`config.mk`:
```
export PLATFORM = sky130hd
export DESIGN_NAME = cc_timer_core
export DESIGN_NICKNAME = d
export VERILOG_FILES = /design/src/rtl/cc_timer_pkg.sv /design/src/rtl/cc_fast_sync.sv /design/src/rtl/cc_src_select.sv /design/src/rtl/cc_counter.sv /design/src/rtl/cc_timer_core.sv
export SDC_FILE = /design/constraint.sdc
export NUM_CORES = 1
export LEC_CHECK = 0
export ABC_AREA = 1
export CAP_MARGIN = 20
export CORE_UTILIZATION = 53
export CTS_CLUSTER_DIAMETER = 60
export DETAILED_ROUTE_END_ITERATION = 10
export DONT_BUFFER_PORTS = 1
export GPL_ROUTABILITY_DRIVEN = 0
export PLACE_DENSITY = 0.66
export SLEW_MARGIN = 5
export SYNTH_ARGS = -nofsm -noshare
export SYNTH_HDL_FRONTEND = slang
export SYNTH_SLANG_ARGS = --single-unit
```
`constraint.sdc`:
```
create_clock -name clk_i -period 2.1 [get_ports clk_i]
set_input_delay 0.21 -clock clk_i [delete_from_list [all_inputs] [get_ports clk_i]]
set_output_delay 0.21 -clock clk_i [all_outputs]
set_load 0.05 [all_outputs]
```
`src/rtl/cc_timer_pkg.sv`:
```
package cc_timer_pkg;
  typedef enum logic [1:0] {
    A_CTRL  = 2'd0,
    A_COUNT = 2'd1,
    A_CMPA  = 2'd2,
    A_STAT  = 2'd3
  } cc_addr_e;

  localparam int CTRL_START_BIT = 0;
  localparam int CTRL_CLRM_BIT  = 1;
  localparam int CTRL_SEL_LSB   = 2;
  localparam int STAT_MATCH_BIT = 0;
  localparam int STAT_OVF_BIT   = 1;
endpackage

```
`src/rtl/cc_fast_sync.sv`:
```
module cc_fast_sync #(
  parameter int STAGES = 2
) (
  input  logic clk_i,
  input  logic rst_ni,
  input  logic async_i,
  output logic rise_o
);
  logic [STAGES:0] pipe_q;

  always_ff @(posedge clk_i or negedge rst_ni) begin
    if (!rst_ni) pipe_q <= '0;
    else         pipe_q <= {pipe_q[STAGES-1:0], async_i};
  end

  // top stage is history only, used for edge detect
  assign rise_o = pipe_q[STAGES-1] & ~pipe_q[STAGES];
endmodule

```
`src/rtl/cc_src_select.sv`:
```
module cc_src_select #(
  parameter int SEL_W = 3,
  localparam int NUM_SRC = 1 << SEL_W,
  localparam int NUM_EXT = NUM_SRC - 2
) (
  input  logic [SEL_W-1:0]   sel_i,
  input  logic [NUM_EXT-1:0] ext_en_i,
  input  logic               fast_tick_i,
  output logic               tick_o
);
  logic [NUM_SRC-1:0] src_vec;

  for (genvar g = 0; g < NUM_SRC; g++) begin : g_src
    if (g == 0) begin : g_cpu
      assign src_vec[g] = 1'b1;
    end else if (g == NUM_SRC - 1) begin : g_fast
      assign src_vec[g] = fast_tick_i;
    end else begin : g_ext
      assign src_vec[g] = ext_en_i[g-1];
    end
  end

  assign tick_o = src_vec[sel_i];
endmodule

```
`src/rtl/cc_counter.sv`:
```
module cc_counter #(
  parameter int CNT_W = 16
) (
  input  logic             clk_i,
  input  logic             rst_ni,
  input  logic             start_i,
  input  logic             clr_mode_i,
  input  logic             tick_i,
  input  logic             cap_i,
  input  logic [CNT_W-1:0] cmp_i,
  input  logic             wr_i,
  input  logic [CNT_W-1:0] wr_data_i,
  output logic [CNT_W-1:0] cnt_o,
  output logic             match_o,
  output logic             ovf_o,
  output logic             hw_clr_o
);
  logic [CNT_W-1:0] cnt_q;
  logic             count_en;

  assign count_en = start_i & tick_i;
  assign match_o  = count_en & (cnt_q == cmp_i);
  assign hw_clr_o = start_i & clr_mode_i & (match_o | cap_i);
  assign ovf_o    = count_en & ~clr_mode_i & (&cnt_q);

  // priority: hardware clear, software write, increment
  always_ff @(posedge clk_i or negedge rst_ni) begin
    if (!rst_ni)       cnt_q <= '0;
    else if (hw_clr_o) cnt_q <= '0;
    else if (wr_i)     cnt_q <= wr_data_i;
    else if (count_en) cnt_q <= cnt_q + 1'b1;
  end

  assign cnt_o = cnt_q;
endmodule

```
`src/rtl/cc_timer_core.sv`:
```
module cc_timer_core
  import cc_timer_pkg::*;
#(
  parameter int CNT_W       = 16,
  parameter int SEL_W       = 3,
  parameter int SYNC_STAGES = 2,
  parameter int LOCK_CYC    = 2,
  localparam int NUM_EXT    = (1 << SEL_W) - 2
) (
  input  logic               clk_i,
  input  logic               rst_ni,
  input  logic [NUM_EXT-1:0] src_en_i,
  input  logic               fast_src_i,
  input  logic               cap_a_i,
  input  logic               req_i,
  input  logic               we_i,
  input  logic [1:0]         addr_i,
  input  logic [CNT_W-1:0]   wdata_i,
  output logic [CNT_W-1:0]   rdata_o,
  output logic               cmp_a_match_o,
  output logic               cleared_o
);
  localparam int LOCK_W = $clog2(LOCK_CYC + 1);

  logic             pend_v_q;
  cc_addr_e         pend_a_q;
  logic [CNT_W-1:0] pend_d_q;
  logic             start_q, clrm_q;
  logic [SEL_W-1:0] sel_q, sel_new;
  logic [LOCK_W-1:0] lock_q;
  logic [CNT_W-1:0] cmpa_q, cnt_q, rdata_q, ctrl_rd, stat_rd;
  logic             match_flag_q, ovf_flag_q, cleared_q;
  logic             accept, wr_ctrl, wr_cnt, wr_cmpa, wr_stat, sel_chg;
  logic             fast_rise, src_tick, match_evt, ovf_evt, hw_clr;

  cc_fast_sync #(.STAGES(SYNC_STAGES)) u_sync (
    .clk_i   (clk_i),
    .rst_ni  (rst_ni),
    .async_i (fast_src_i),
    .rise_o  (fast_rise)
  );

  cc_src_select #(.SEL_W(SEL_W)) u_sel (
    .sel_i       (sel_q),
    .ext_en_i    (src_en_i),
    .fast_tick_i (fast_rise),
    .tick_o      (src_tick)
  );

  cc_counter #(.CNT_W(CNT_W)) u_cnt (
    .clk_i      (clk_i),
    .rst_ni     (rst_ni),
    .start_i    (start_q),
    .clr_mode_i (clrm_q),
    .tick_i     (src_tick),
    .cap_i      (cap_a_i),
    .cmp_i      (cmpa_q),
    .wr_i       (wr_cnt),
    .wr_data_i  (pend_d_q),
    .cnt_o      (cnt_q),
    .match_o    (match_evt),
    .ovf_o      (ovf_evt),
    .hw_clr_o   (hw_clr)
  );

  // posted write stage; writes in the settling window are dropped
  assign accept = req_i & we_i & (lock_q == '0);

  always_ff @(posedge clk_i or negedge rst_ni) begin
    if (!rst_ni) begin
      pend_v_q <= 1'b0;
      pend_a_q <= A_CTRL;
      pend_d_q <= '0;
    end else begin
      pend_v_q <= accept;
      if (accept) begin
        pend_a_q <= cc_addr_e'(addr_i);
        pend_d_q <= wdata_i;
      end
    end
  end

  assign wr_ctrl = pend_v_q & (pend_a_q == A_CTRL);
  assign wr_cnt  = pend_v_q & (pend_a_q == A_COUNT);
  assign wr_cmpa = pend_v_q & (pend_a_q == A_CMPA);
  assign wr_stat = pend_v_q & (pend_a_q == A_STAT);
  assign sel_new = pend_d_q[CTRL_SEL_LSB +: SEL_W];
  assign sel_chg = wr_ctrl & ~start_q & (sel_new != sel_q);

  always_ff @(posedge clk_i or negedge rst_ni) begin
    if (!rst_ni) begin
      start_q <= 1'b0;
      clrm_q  <= 1'b0;
      sel_q   <= '0;
      lock_q  <= '0;
      cmpa_q  <= '0;
    end else begin
      if (wr_ctrl) begin
        start_q <= pend_d_q[CTRL_START_BIT];
        clrm_q  <= pend_d_q[CTRL_CLRM_BIT];
      end
      if (sel_chg) sel_q <= sel_new;
      if (sel_chg)             lock_q <= LOCK_W'(LOCK_CYC);
      else if (lock_q != '0)   lock_q <= lock_q - 1'b1;
      if (wr_cmpa) cmpa_q <= pend_d_q;
    end
  end

  // status: set event wins over a same-cycle write of 0
  always_ff @(posedge clk_i or negedge rst_ni) begin
    if (!rst_ni) begin
      match_flag_q <= 1'b0;
      ovf_flag_q   <= 1'b0;
      cleared_q    <= 1'b0;
    end else begin
      match_flag_q <= match_evt | (match_flag_q & ~(wr_stat & ~pend_d_q[STAT_MATCH_BIT]));
      ovf_flag_q   <= ovf_evt   | (ovf_flag_q   & ~(wr_stat & ~pend_d_q[STAT_OVF_BIT]));
      cleared_q    <= hw_clr;
    end
  end

  always_comb begin
    ctrl_rd = '0;
    ctrl_rd[CTRL_START_BIT] = start_q;
    ctrl_rd[CTRL_CLRM_BIT]  = clrm_q;
    ctrl_rd[CTRL_SEL_LSB +: SEL_W] = sel_q;
    stat_rd = '0;
    stat_rd[STAT_MATCH_BIT] = match_flag_q;
    stat_rd[STAT_OVF_BIT]   = ovf_flag_q;
  end

  always_ff @(posedge clk_i or negedge rst_ni) begin
    if (!rst_ni) rdata_q <= '0;
    else if (req_i & ~we_i) begin
      unique case (cc_addr_e'(addr_i))
        A_CTRL:  rdata_q <= ctrl_rd;
        A_COUNT: rdata_q <= cnt_q;
        A_CMPA:  rdata_q <= cmpa_q;
        default: rdata_q <= stat_rd;
      endcase
    end
  end

  assign rdata_o       = rdata_q;
  assign cmp_a_match_o = match_flag_q;
  assign cleared_o     = cleared_q;
endmodule

```
Word level (Yosys, flattened, before mapping)
Cells that the tools add are included.
- register bits after elaboration: 80
- input port bits: 30
- logic and storage cells: 70
- $add $sub $neg: 2
- $lt $le $gt $ge: 1
- eq/ne operators: 7
- muxes and demuxes: 8
- bitwise gates (word level): 31
- reduce and logical (&&, ||, !) cells: 7
- operators with widths (kind ; count):
    $mux W16 ; 3
    $pmux W16 S3 ; 1
    $and A1 B1 Y1 ; 20
    $add A16 B1 Y16 const B ; 1
    $eq A16 B16 Y1 ; 1
    $reduce_and A16 Y1 ; 1
    $not A1 Y1 ; 8
    $eq A2 B2 Y1 const B ; 3
    $logic_not A2 Y1 ; 3
    $eq A2 B1 Y1 const B ; 2
    $lt A3 B4 Y1 const B ; 1
    $mux W2 ; 2
    $reduce_bool A2 Y1 ; 2
    $bmux W1 S3 ; 1
    $ne A3 B3 Y1 ; 1
    $or A1 B1 Y1 ; 3
    $reduce_bool A3 Y1 ; 1
    $sub A2 B1 Y2 const B ; 1
    $mux W1 ; 1

Depth between registers and ports, before layout
- depth after elaboration: 9
- depth in mapped cells: 15
- gate-level depth less buffers: 13

By module
A second synthesis with hierarchy kept.
- cells, all modules: 589
- area total of the unflattened synthesis: 4483.0 µm²
- by module, submodules not included (module ; instances ; cells an instance ; area each (µm²)):
    cc_timer_core ; 1 ; 285 ; 2612.5
    cc_counter ; 1 ; 282 ; 1712.9
    cc_fast_sync ; 1 ; 5 ; 85.1
    cc_src_select ; 1 ; 17 ; 72.6

Least setup slack after synthesis
Ideal clock, no wire load.
- path kind: reg-to-reg
- start point: register sel_q[2]
- end point: register u_cnt.cnt_q[0], in the netlist u_cnt.cnt_o[0]
- setup time: 0.113 ns
- arrival: 1.395 ns
- data required time: 1.987 ns
- slack: 0.592 ns
- stages on the path, launching flop included: 15
- clock period less this slack: 1.508 ns
- path through: dfrtp_1 > buf_6 > inv_4 > nand2_2 > nand3_1 > nand2_1 > nand2_2 > nand2_2 > nor2_4 > nand2_4 > nand2_4 > nand2_4 > buf_6 > nand2_1 > inv_1
- longest elaborated chain between the ends: 7
- elaborated cells on any way between the ends: 8
- RTL lines (element ; line ; text):
    start: declaration ; cc_timer_core.sv:29 ; logic [SEL_W-1:0] sel_q, sel_new;
    start signal: assignment ; cc_timer_core.sv:102 ; if (sel_chg) sel_q <= sel_new;
    $bmux W1 S3 * ; cc_src_select.sv:23 ; assign tick_o = src_vec[sel_i];
    $mux W1 (not written as such) * ; cc_src_select.sv:23 ;
    $and A1 B1 Y1 * ; cc_counter.sv:21 ; assign count_en = start_i & tick_i;
    $and A1 B1 Y1 ; cc_counter.sv:22 ; assign match_o = count_en & (cnt_q == cmp_i);
    $or A1 B1 Y1 ; cc_counter.sv:23 ; assign hw_clr_o = start_i & clr_mode_i & (match_o | cap_i);
    $and A1 B1 Y1 ; cc_counter.sv:23 ;
    $reduce_bool A3 Y1 (no line) / $mux W16 (equally long branches) ; - ;
    end signal: assignment ; cc_counter.sv:30 ; else if (wr_i) cnt_q <= wr_data_i;
    end signal: assignment ; cc_counter.sv:31 ; else if (count_en) cnt_q <= cnt_q + 1'b1;
    end: declaration ; cc_counter.sv:18 ; logic [CNT_W-1:0] cnt_q;
Every way passes the cells marked *; elsewhere a longest branch is shown, timed or not. The select of a mux whose other input is x is not followed.
A chain may end at the register's enable or synchronous reset.

Final worst setup path
- start point: register u_cnt.cnt_q[0], in the netlist u_cnt.cnt_o[0]
- end point: register u_cnt.cnt_q[4], in the netlist u_cnt.cnt_o[4]
- longest elaborated chain between the ends: 5
- elaborated cells on any way between the ends: 9
- RTL lines (element):
    branches (longest 5 deep; another with $add A16 B1 Y16)
Parallel ways; which one is timed is not known. The select of a mux whose other input is x is not followed.

==> results.ini <==
[run_status]
status = complete, no violations

[critical_path]
path_cells = ha_1, nand2_1, nor2_1, xor2_1, nand2_1, o21ai_0, nand2_1, o21ai_0, nand2_1, inv_1
worstPathRequired_ns = 2.39
arrival_ns = 2.09
cpMostUsedCell = nand2_1
crit_buf_inv = 1
max_stage_delay_ns = 0.48
critical_path_class = flop to flop
crit_path_top_delay_cell = dfrtp_1
cp_max_fo = 7
critPathLaunchType = flop
cp_top_family = simple AND/OR/NAND/NOR gates
endpoint_kind = flop

[drt]
wl_per_cell_um = 14.5
vias = 3667
drt-initial-drc-count = 306
remaining_drc_errors = 0
drtAntennaViolNets = 0
vias_per_cell = 5.25
drtPass1Iterations = 5
wirelength_um = 10100

[grt]
grt_overflow = 0
grt_pass1_wl_um = 17200
antenna_found_initial = 0
grtUsageTotal_pct = 26.8
use_met2_pct = 39.2
grt_pass1_vias = 3510
grt_use_met1_pct = 39.8
grt_util_met3_pct = 3.94
grt_max_degree = 81
grt_busiest_layer = met1

[sta]
fin_setup_tns_ns = 0
fmax_ghz = 0.559
slew_viol_final = 0
finClkSkew_ns = 0.00992
max_slew_margin_pct = 61.3
whs_ns = 0.218
setup_viol = 0
fin_crit_sh_pct = 85.3
rsz0062_at_grt = false
min_period_ns = 1.79
final_hold_viol_count = 0
worstMarginPinSlew_ns = 0.576

[cells_and_area]
area_growth_pct = 13.3
fillers = 708
stdcell_area_um2 = 4800
register_area_um2 = 2000
multi_input_area_um2 = 1820
finalNonFillerCells = 698
finish.utilization_pct = 62.1
diodes = 0
drive_above_1_share_pct = 7.05
fin_nets = 625

[power]
ir_worst_vdd_mv = 0.711
powerDensity_nw_per_um2 = 1350
p_leak_nw = 2.37

[yosys]
avgSynthCellArea_um2 = 7.40
synth-seq-area-share_pct = 47.3
synth_nets = 604
synth_top_area_cell = dfrtp_1
synthArstFlopShare_pct = 100
ys_top_cells_by_count = nand2_1, dfrtp_1, inv_1
synth.most_common_cell = nand2_1
synth-adder-area-share_pct = 0.591
yosysWarnings = 0
synth_top_family_by_area = simple AND/OR/NAND/NOR gates
synth_ff_type = dfrtp_1
synth_cell_type_count = 30
synth-simple-area-share_pct = 27.7
synth_area_leaders = dfrtp_1, nand2_1, o21ai_0
synth_top_area_share_pct = 47.3
synth-edff-count = 0
syn-cell-area_um2 = 4240
muxShareOfSynthArea_pct = 0
synth_cells = 572
synth-xor-area-share_pct = 2.90
synth_seq_cells = 80
synth-compound-area-share_pct = 11.8

[placement]
dpl.hpwl_um = 7190
dp_cells = 663
placed_cell_area_um2 = 4330
io_buffer_count = 0

[floorplan]
row_count = 32
start_util_pct = 54.8
die_w_um = 91.4
ios = 48
dieArea_um2 = 8350
fp.coreArea_um2 = 7730
dieHeight_um = 91.4

[clocking]
cts.sinks = 80
clk_pin_slew_ns = 0.08
htreeDepth = 3
cts-root-buf = clkbuf_8
insertion_delay_ns = 0.36
cts_buffers = 9
cts_tree = built
clockBufferDepth = 2
ctsResizeCount = 0

[run]
maxCapViolations = 0

[hold_path]
hold_path_class = primary input to flop

[power by group]
part           internal (mW)  total, mW  switching, mW  leakage, nW
logic                  0.803       2.08           1.28         1.24
registers               2.11       3.00          0.897         1.01
clock network          0.842       1.39          0.543        0.121
total                   3.75       6.47           2.72         2.37
[timing repair]
item,in CTS,in global routing
hold buffers,21,0
setup buffers,0,0
endpoints found under the hold margin,99,0
endpoints found under the setup margin,0,0
[area by class of cell]
cell class / count / share of cell area [%]
flip-flops and latches: 80 / 41.7
multi-input cells: 392 / 38.0
repair buffers: 31 / 6.31
inverters: 79 / 6.23
clock buffers: 11 / 3.16
well taps: 102 / 2.66
clock inverters: 3 / 1.88
[per-stage QoR]
step | total power, mW | setup WS, ns
global route | 6.96 | 0.0806
detailed placement | 5.00 | 0.343
finish | 6.47 | 0.310
floorplan | 4.46 | 0.592
global placement | 4.93 | 0.367
CTS | 6.47 | 0.313
[registers in the layout, indices dropped and copies added (netlist names)]
register       flops
cmpa_q            16
pend_d_q          16
rdata_o           16
u_cnt.cnt_o       16
sel_q              3
u_sync.pipe_q      3
lock_q             2
pend_a_q           2
cleared_o          1
clrm_q             1
cmp_a_match_o      1
ovf_flag_q         1
pend_v_q           1
start_q            1
[tightest hold or removal path, delay by kind of cell]
| family | cells | cell delay [ns] |
|---|---|---|
| buffers and inverters | 1 | 0.06 |
| and+or+nand+nor | 1 | 0.03 |
| AOI/OAI and AO/OA | 2 | 0.24 |
[cell families (layout without fill, tap and decap cells)]
| family | count (synthesis) | in the layout |
|---|---|---|
| simple gates | 284 | 284 |
| flops | 80 | 80 |
| buf+inv | 100 | 124 |
| compound gates | 92 | 92 |
| xor+xnor | 14 | 14 |
| fa+ha+maj | 2 | 2 |
[routing by layer]
metal  vias to the layer above  part of all wire, %
met5                         -                    0
met4                         0                  1.8
met2                       148                   42
li1                       1832                    -
met3                        14                  7.2
met1                      1673                   49
[placed cells by master (no fill, tap or decap), drive strengths merged]
cell,count
nor2,40
clkbuf,11
nand4,5
nand2,204
a31oi,11
nand3,32
xor2,3
a21oi,7
inv,78
dfrtp,80
clkinv,1
nor3,3
o211ai,1
a221oi,1
buf,11
o22ai,2
xnor2,11
ha,2
o31ai,2
dlygate4sd3,20
bufinv,3
o21ai,68
[path summary, 6_finish.rpt]
kind | startpoint | end | slack (ns) | depth (start not counted)
worst max-delay path | u_cnt.cnt_o[0]$_DFFE_PN0P_ | u_cnt.cnt_o[4]$_DFFE_PN0P_ | 0.31 | 10
worst min-delay path | addr_i[1] | rdata_o[1]$_DFFE_PN0P_ | 0.22 | 4
worst max register to register | u_cnt.cnt_o[0]$_DFFE_PN0P_ | u_cnt.cnt_o[4]$_DFFE_PN0P_ | 0.31 | 10
worst min register to register | u_sync.pipe_q[0]$_DFF_PN0_ | u_sync.pipe_q[1]$_DFF_PN0_ | 0.35 | 0
max in group asynchronous | rst_ni | cmpa_q[1]$_DFFE_PN0P_ | 1.37 | 2
min in group asynchronous | rst_ni | rdata_o[1]$_DFFE_PN0P_ | 0.42 | 2
Power figures use the tool's default switching activity.
